**src/rtl/apbq_pkg.sv**
```systemverilog
package apbq_pkg;

    localparam int MAX_WORDS = 32;
    localparam int CNT_W     = $clog2(MAX_WORDS + 1);

    typedef enum logic [1:0] {
        K_IDLE  = 2'd0,
        K_WRITE = 2'd1,
        K_READ  = 2'd2,
        K_SPARE = 2'd3
    } kind_e;

    typedef enum logic [2:0] {
        PH_REST   = 3'd0,
        PH_SETUP  = 3'd1,
        PH_ACCESS = 3'd2,
        PH_GAP    = 3'd3,
        PH_HOLD   = 3'd4
    } phase_e;

    // Word count for a length code; unknown codes fall back to a single word.
    function automatic logic [CNT_W-1:0] burst_words(input logic [2:0] code);
        logic [CNT_W-1:0] n;
        n = CNT_W'(1);
        if (code >= 3'd1 && code <= 3'd4)
            n = CNT_W'(1) << (code + 3'd1);
        return n;
    endfunction

endpackage

```
**src/rtl/apbq_ctrl.sv**
```systemverilog
module apbq_ctrl
    import apbq_pkg::*;
#(
    parameter int AW = 32,
    parameter int DW = 32,
    parameter int GW = 4
) (
    input  logic          clk,
    input  logic          rst_n,
    input  logic          cmd_valid,
    output logic          cmd_ready,
    input  logic [1:0]    cmd_kind,
    input  logic [AW-1:0] cmd_addr,
    input  logic [2:0]    cmd_len,
    input  logic [GW-1:0] cmd_gap,
    input  logic [DW-1:0] wr_data,
    output logic          wd_pop,
    output logic          bus_sel,
    output logic          bus_en,
    output logic [AW-1:0] bus_addr,
    output logic          bus_wr,
    output logic [DW-1:0] bus_wdata
);

    localparam logic [AW-1:0] STEP  = AW'(4);
    localparam logic [AW-1:0] AMASK = ~AW'(3);

    typedef struct packed {
        phase_e           ph;
        logic [AW-1:0]    addr;
        logic             wr;
        logic             sel;
        logic             en;
        logic [DW-1:0]    wdata;
        logic [CNT_W-1:0] left;
        logic [GW:0]      gcnt;
        logic [GW-1:0]    gap;
        logic             burst;
    } st_t;

    st_t s_d, s_q;

    logic [GW:0]      gap_eff;
    logic             go_next;
    logic             go_rest;
    logic             take;
    logic [CNT_W-1:0] words;

    always_comb begin
        s_d     = s_q;
        go_next = 1'b0;
        go_rest = 1'b0;
        cmd_ready = 1'b0;
        wd_pop  = 1'b0;
        words   = burst_words(cmd_len);

        // the final word of a burst always gets at least one releasing idle cycle
        if (s_q.left == '0 && s_q.burst && s_q.gap == '0)
            gap_eff = (GW+1)'(1);
        else
            gap_eff = {1'b0, s_q.gap};

        case (s_q.ph)
            PH_REST: cmd_ready = 1'b1;
            PH_HOLD: begin
                cmd_ready = 1'b1;
                s_d.ph    = PH_REST;
            end
            PH_SETUP: begin
                s_d.ph = PH_ACCESS;
                s_d.en = 1'b1;
            end
            PH_ACCESS: begin
                if (gap_eff != '0) begin
                    s_d.ph    = PH_GAP;
                    s_d.gcnt  = gap_eff;
                    s_d.sel   = 1'b0;
                    s_d.en    = 1'b0;
                    s_d.wdata = '0;
                end else if (s_q.left != '0) begin
                    go_next = 1'b1;
                end else begin
                    go_rest   = 1'b1;
                    cmd_ready = 1'b1;
                end
            end
            PH_GAP: begin
                if (s_q.gcnt <= (GW+1)'(1)) begin
                    if (s_q.left != '0) begin
                        go_next = 1'b1;
                    end else begin
                        go_rest   = 1'b1;
                        cmd_ready = 1'b1;
                    end
                end else begin
                    s_d.gcnt = s_q.gcnt - (GW+1)'(1);
                end
            end
            default: s_d.ph = PH_REST;
        endcase

        if (go_rest) begin
            s_d.ph    = PH_REST;
            s_d.sel   = 1'b0;
            s_d.en    = 1'b0;
            s_d.wdata = '0;
        end

        if (go_next) begin
            s_d.ph    = PH_SETUP;
            s_d.sel   = 1'b1;
            s_d.en    = 1'b0;
            s_d.addr  = s_q.addr + STEP;
            s_d.left  = s_q.left - CNT_W'(1);
            s_d.wdata = s_q.wr ? wr_data : '0;
            wd_pop    = s_q.wr;
        end

        take = cmd_ready && cmd_valid;
        if (take) begin
            if (cmd_kind == K_WRITE || cmd_kind == K_READ) begin
                s_d.ph    = PH_SETUP;
                s_d.sel   = 1'b1;
                s_d.en    = 1'b0;
                s_d.addr  = cmd_addr & AMASK;
                s_d.wr    = (cmd_kind == K_WRITE);
                s_d.wdata = (cmd_kind == K_WRITE) ? wr_data : '0;
                wd_pop    = (cmd_kind == K_WRITE);
                s_d.left  = words - CNT_W'(1);
                s_d.gap   = cmd_gap;
                s_d.burst = (words != CNT_W'(1));
            end else begin
                s_d.ph    = PH_HOLD;
                s_d.sel   = 1'b0;
                s_d.en    = 1'b0;
                s_d.wdata = '0;
            end
        end
    end

    always_ff @(posedge clk or negedge rst_n) begin
        if (!rst_n) s_q <= '0;
        else        s_q <= s_d;
    end

    assign bus_sel   = s_q.sel;
    assign bus_en    = s_q.en;
    assign bus_addr  = s_q.addr;
    assign bus_wr    = s_q.wr;
    assign bus_wdata = s_q.wdata;

    a_r2_setup_then_access: assert property (@(posedge clk) disable iff (!rst_n)
        (s_q.sel && !s_q.en) |=> (s_q.sel && s_q.en));

    a_r2_enable_has_select: assert property (@(posedge clk) disable iff (!rst_n)
        s_q.en |-> s_q.sel);

    a_r3_idle_keeps_lines: assert property (@(posedge clk) disable iff (!rst_n)
        !s_q.sel |-> ($stable(s_q.addr) && $stable(s_q.wr)));

    a_r8_quiet_wdata: assert property (@(posedge clk) disable iff (!rst_n)
        !s_q.sel |-> (s_q.wdata == '0));

    a_r11_pop_feeds_setup: assert property (@(posedge clk) disable iff (!rst_n)
        wd_pop |=> (s_q.sel && !s_q.en && s_q.wr));

endmodule

```
**src/rtl/apbq_resp.sv**
```systemverilog
module apbq_resp #(
    parameter int DW = 32
) (
    input  logic          clk,
    input  logic          rst_n,
    input  logic          xfer_done,
    input  logic          xfer_wr,
    input  logic [DW-1:0] rd_in,
    output logic          rsp_valid,
    output logic          rsp_write,
    output logic [DW-1:0] rsp_data
);

    typedef struct packed {
        logic          valid;
        logic          write;
        logic [DW-1:0] data;
    } rsp_t;

    rsp_t r_d, r_q;

    always_comb begin
        r_d       = '0;
        r_d.valid = xfer_done;
        r_d.write = xfer_done && xfer_wr;
        if (xfer_done && !xfer_wr)
            r_d.data = rd_in;
    end

    always_ff @(posedge clk or negedge rst_n) begin
        if (!rst_n) r_q <= '0;
        else        r_q <= r_d;
    end

    assign rsp_valid = r_q.valid;
    assign rsp_write = r_q.write;
    assign rsp_data  = r_q.data;

    a_r7_single_pulse: assert property (@(posedge clk) disable iff (!rst_n)
        rsp_valid |=> !rsp_valid);

endmodule

```
**src/rtl/apb_burst_requester.sv**
```systemverilog
module apb_burst_requester #(
    parameter int AW = 32,
    parameter int DW = 32,
    parameter int GW = 4
) (
    input  logic          clk,
    input  logic          rst_n,
    input  logic          cmd_valid,
    output logic          cmd_ready,
    input  logic [1:0]    cmd_kind,
    input  logic [AW-1:0] cmd_addr,
    input  logic [2:0]    cmd_len,
    input  logic [GW-1:0] cmd_gap,
    input  logic [DW-1:0] wr_data,
    output logic          wd_pop,
    output logic          bus_sel,
    output logic          bus_en,
    output logic [AW-1:0] bus_addr,
    output logic          bus_wr,
    output logic [DW-1:0] bus_wdata,
    input  logic [DW-1:0] bus_rdata,
    output logic          rsp_valid,
    output logic          rsp_write,
    output logic [DW-1:0] rsp_data
);

    logic xfer_done;

    apbq_ctrl #(.AW(AW), .DW(DW), .GW(GW)) u_ctrl (
        .clk       (clk),
        .rst_n     (rst_n),
        .cmd_valid (cmd_valid),
        .cmd_ready (cmd_ready),
        .cmd_kind  (cmd_kind),
        .cmd_addr  (cmd_addr),
        .cmd_len   (cmd_len),
        .cmd_gap   (cmd_gap),
        .wr_data   (wr_data),
        .wd_pop    (wd_pop),
        .bus_sel   (bus_sel),
        .bus_en    (bus_en),
        .bus_addr  (bus_addr),
        .bus_wr    (bus_wr),
        .bus_wdata (bus_wdata)
    );

    assign xfer_done = bus_sel && bus_en;

    apbq_resp #(.DW(DW)) u_resp (
        .clk       (clk),
        .rst_n     (rst_n),
        .xfer_done (xfer_done),
        .xfer_wr   (bus_wr),
        .rd_in     (bus_rdata),
        .rsp_valid (rsp_valid),
        .rsp_write (rsp_write),
        .rsp_data  (rsp_data)
    );

endmodule

```
**config.mk**
```make
export PLATFORM = sky130hd
export DESIGN_NAME = apb_burst_requester
export DESIGN_NICKNAME = d
export VERILOG_FILES = /design/src/rtl/apbq_pkg.sv /design/src/rtl/apbq_ctrl.sv /design/src/rtl/apbq_resp.sv /design/src/rtl/apb_burst_requester.sv
export SDC_FILE = /design/constraint.sdc
export NUM_CORES = 1
export LEC_CHECK = 0
export BUFFER_PORTS_ARGS = -buffer_cell sky130_fd_sc_hd__buf_4
export CORE_ASPECT_RATIO = 0.75
export CORE_UTILIZATION = 54
export DETAILED_ROUTE_END_ITERATION = 16
export PLACE_DENSITY = 0.93
export SYNTH_ARGS = -nofsm -noshare
export SYNTH_HDL_FRONTEND = slang
export SYNTH_SLANG_ARGS = --single-unit
export TNS_END_PERCENT = 50
```
**constraint.sdc**
```tcl
create_clock -name clk -period 5.91 [get_ports clk]
set_input_delay 0 -clock clk [delete_from_list [all_inputs] [get_ports clk]]
set_output_delay 0 -clock clk [all_outputs]
set_load 0.1 [all_outputs]
```
Word level (Yosys, flattened, before mapping). Cells that the tools add are included. W data, S select, Z words.

$add $sub $neg: 5. Order comparisons: 3. Eq/ne operators: 11. Shift operators: 1. Muxes and demuxes: 35. Reductions and logical operators: 25.

Operators by type and width (count): $mux W32 (4); $mux W34 (3); $mux W76 (1); $mux W40 (1); $mux W35 (1); $mux W33 (1); $add A32 B3 Y32 const B (1); $mux W6 (2); $sub A6 B1 Y6 const B (2); $mux W1 (10); $mux W5 (2); $pmux W5 S2 (1); $reduce_bool A5 Y1 (2); $mux W3 (3); $pmux W3 S3 (1); $reduce_and A2 Y1 (4); $reduce_bool A4 Y1 (2); $logic_and A1 B1 Y1 (7); $eq A3 B2 Y1 const B (2); $logic_not A6 Y1 (1); $ne A6 B1 Y1 const B (1); $pmux W1 S2 (3); $reduce_bool A6 Y1 (1); $shl A1 B3 Y6 const A (1); other kinds (22) (23).

Bits in registers: 120. Input port bits: 108. Output and inout bits: 103. Word-level logic and storage cells: 93.

Depth between registers and ports, before layout.
Word-level depth: 11. Gate-level depth with buffers: 10. Gate-level depth less buffers: 8.

By module. A second synthesis with hierarchy kept.

Cell total of the unflattened synthesis: 557. Area, all modules: 6252.2 um2.

Modules (own cells, without submodules): apbq_ctrl (instances 1, cells each 483, area each 5037.3 um2, sequential area each 2102.0 um2); apbq_resp (instances 1, cells each 73, area each 1208.7 um2, sequential area each 850.8 um2); apb_burst_requester (instances 1, cells each 1, area each 6.3 um2, sequential area each 0.0 um2).

Worst setup path before layout. OpenSTA, ideal clock, no wires.

Path type: reg-to-output. Start point: reg u_ctrl.s_q[10] in the netlist's numbering. End point: out wd_pop. Arrival time: 3.221 ns. Required time: 5.910 ns. Setup slack: 2.689 ns. Stages on the path, launching flop included: 9. Buffers on the path: 1. Path through: dfrtp_1 > inv_1 > ha_1 > nor2b_1 > and3_1 > o41ai_4 > a21oi_2 > clkbuf_1 > o22ai_1.

Longest elaborated chain between the ends: 10. Elaborated cells between the ends (all ways): 18.

RTL lines: start, declared (line apbq_ctrl.sv:41) `st_t s_d, s_q;`; start signal, assigned (line apbq_ctrl.sv:142) `if (!rst_n) s_q <= '0;`; start signal, assigned (line apbq_ctrl.sv:143) `else s_q <= s_d;`; $logic_not A6 Y1 (line apbq_ctrl.sv:58) `if (s_q.left == '0 && s_q.burst && s_q.gap == '0)`; $logic_and A1 B1 Y1 (2 in a row) (line apbq_ctrl.sv:58); $mux W4 (line apbq_ctrl.sv:58); $reduce_bool A5 Y1 (line apbq_ctrl.sv:74) `if (gap_eff != '0) begin`; $mux W1 (line apbq_ctrl.sv:74); $pmux W1 S2 (line apbq_ctrl.sv:63) `case (s_q.ph)`; $mux W1 (line apbq_ctrl.sv:109) `if (go_next) begin`; $mux W1 (line apbq_ctrl.sv:121) `if (cmd_kind == K_WRITE || cmd_kind == K_READ) begin`; $mux W1 (*) (line apbq_ctrl.sv:120) `if (take) begin`; end, declared (line apb_burst_requester.sv:15) `output logic wd_pop,`.

Mark *: on every way between the ends. The rest lies on a longest branch, timed or not.

Worst setup path in the final report.
Start point: reg u_ctrl.s_q[12] in the netlist's numbering. End point: reg u_ctrl.s_q[2] in the netlist's numbering.

Longest elaborated chain between the ends: 9. Elaborated cells between the ends (all ways): 12.

RTL lines: $logic_not A6 Y1 (line apbq_ctrl.sv:58); $logic_and A1 B1 Y1 (2 in a row) (line apbq_ctrl.sv:58); $mux W4 (line apbq_ctrl.sv:58); $reduce_bool A5 Y1 (line apbq_ctrl.sv:74); $mux W1 (line apbq_ctrl.sv:74); $pmux W1 S3 (*) (line apbq_ctrl.sv:63); $logic_and A1 B1 Y1 (*) (line apbq_ctrl.sv:119) `take = cmd_ready && cmd_valid;`; $reduce_and A2 Y1 (no line) (*).

Marked as above. A chain may end at the register's enable or synchronous reset.

==> metrics <==
run status complete, no violations; die width roughly 120 um; worst-path fanout max approximately 50; vias in the first global route 5365; wire per inst 17.9 um; crit path launch u_ctrl.s_q[12]; Die Area between 10000 and 15000 um^2; antenna viol nets, final 0; Global Route Usage Sum 0.318; synth warn 0; GRT overflow 0; Final period util 0.552; RePlAce Congestion around 0.86; Critical Path Sink Type flip-flop; Nets between 900 and 1000; flops & latches, synth around 120; post-synth top area share 0.515; via count around 5100; register area share after synthesis 0.515; Slew @ Worst Pin ~1.3 ns; root buf cell clkbuf_16; min-delay src cmd_kind[1]; Final setup viols 0; Synth area leader dfrtp_1; worst min-delay path class primary input to flip-flop; R2R setup slack about 2.6 ns; Hold Path Stages 3; total of max-cap violations 0; IO Port Bufs roughly 200; Post-DP HPWL 9220 um; Inserted Clock Buffers 17; Max Clock Skew about 0.011 ns; Slowest cell on crit path a21oi_4; Die Span Y slightly above 90 um; number of primary I/O pins 211; worst path cell trace nor3_1 > and3_1 > o41ai_4 > a21oi_4 > buf_4 > mux2_2; largest net degree at the start of global routing a little over 80; residual DRC count 0; share of post-route cells with drive strength above 1 0.314; RSZ-0062 raised after global routing false; Crit Path Category flip-flop to flip-flop; Mapped Area 5740 um^2; reg2reg end u_ctrl.s_q[2]; Final WS setup around 2.6 ns; post-cts resize count 0; worst slack, placed approximately 2.8 ns; startpoint type of the worst setup path flip-flop; clk sinks between 100 and 150; CTS tree yes; ys flop type dfrtp_1; Initial DRC Count roughly 360; Worst Hold Endpoint u_ctrl.s_q[85]; initial antenna violation count 1; Area contributors post-synth dfrtp_1, buf_4, a22o_1; Worst slew margin 0.159; final hold viol count 0; DRT Wirelength 16800 um; Clock Tree Buf Depth 2; final setup TNS 0 ns; crit path time final about 3.3 ns; asr flop ratio synth 1.00; # rows 32; core area approximately 10000 um^2; drt pass-1 iters 7; clock transition at the registers of the reported paths 0.06 ns; Hold WS between 0.01 and 0.015 ns; synth unique cells between 40 and 50; P&R area growth vs syn 47.7%; worst r2r src u_ctrl.s_q[12]; first-pass GRT wire length roughly 27000 um; slowest stage delay, CP slightly above 0.9 ns; Worst EP required 6.20 ns; most common cell in the synthesized netlist dfrtp_1; Initial Util 0.558; H-tree Lvls 4; Final Max Tran Viols 0; Commonest cells post-synth dfrtp_1, buf_4, nor2_1, a21oi_1, and3_1; Mean Syn Cell Area ~11 um^2; Gate Count Post-Synth 545; r2r worst-path depth 6; DR vias/cell around 5.4; Post-synth EDFFs 0; fmax a little over 0.3 GHz; worst skew pair latency around 0.41 ns; critical path arrival about 3.6 ns
[placed cells by master (no fill, tap or decap), drive strengths merged, types with 2 or more instances in the layout]
master	n
buf	208
dfrtp	118
dlygate4sd3	102
nor2	47
a21oi	41
and3	38
a22o	33
nand2	24
clkbuf	21
xor2	19
xnor2	18
nor3	14
inv	13
nand3	13
nand4	9
ha	9
o21ai	6
mux2	5
nor4	5
and2	4
nor2b	4
nand2b	4
conb	4
clkinv	4
and4	3
nand4b	3
o211ai	3
clkinvlp	3
or4	2
or3	2
a21o	2
o22ai	2
a31o	2
bufinv	2
nor4b	2
[per-layer routing]
layer	track usage	vias to the layer above	wire length [um]
met3	0.0848	56	1140
met2	0.551	268	8670
met5	0	-	0
met1	0.355	2447	6410
met4	0.170	0	580
li1	-	2320	-
[registers in the layout, indices dropped and copies added, names as in the netlist]
register          cells
u_resp.rsp_valid      1
u_ctrl.bus_wr         1
u_ctrl.bus_addr      30
u_ctrl.bus_wdata     32
u_resp.rsp_write      1
u_ctrl.s_q           19
u_ctrl.bus_sel        1
u_resp.rsp_data      32
u_ctrl.bus_en         1
[cells by family (layout without fill, tap and decap cells)]
kind of cell	after synthesis	count (layout)	share of synthesized area
xor gates and xnor gates	37	37	0.0565
other	2	5	0.00131
adders and majority gates	9	9	0.0196
buffers and inverters	100	353	0.114
and+or+nand+nor	175	175	0.163
muxes	5	5	0.00981
DFF	118	118	0.515
AOI/OAI and AO/OA	99	99	0.121
[area by class of cell]
cell class                      instances  area [um^2]
Sequential cell                       118         2950
Timing Repair Buffer                  310         2580
Multi-Input combinational cell        329         2140
Fill cell                             563         1820
Clock buffer                           21          470
Tap cell                              136          170
Clock inverter                          9          103
Inverter                               13         48.8
Antenna cell                            1         2.50
[worst max path at each step]
stage                     to  slack, ns  cells past startpoint
3_5_place_dp   u_ctrl.s_q[2]       2.75                      8
2_1_floorplan         wd_pop       2.69                      8
3_3_place_gp   u_ctrl.s_q[3]       2.81                      8
6_report       u_ctrl.s_q[2]       2.65                      6
5_1_grt        u_ctrl.s_q[2]       2.39                      8
4_1_cts        u_ctrl.s_q[2]       2.73                      8
[critical path, delay by kind of cell, from the launching register on]
| kind | cells | cell delay [ns] |
|---|---|---|
| compound gates | 2 | 1.06 |
| buf+inv | 1 | 0.48 |
| flops | 1 | 0.42 |
| mux | 1 | 0.38 |
| simple gates | 2 | 0.78 |
[stage by stage]
step           std cells   util  area (um^2)
6_report             937  0.824         8470
4_1_cts              936  0.823         8470
3_3_place_gp         804  0.668         6880
5_1_grt              937  0.824         8470
3_5_place_dp         804  0.668         6880
2_1_floorplan        547      -         5750
[repair_timing]
action / 4_1_cts / 5_1_grt
hold buffers: 102 / 0
buffers inserted: 0 / 0
hold endpoints to repair: 137 / 0
Power is left out: the tool's default activity adds up to more than one toggle a clock period on the data nets, which glitch-free logic cannot reach.
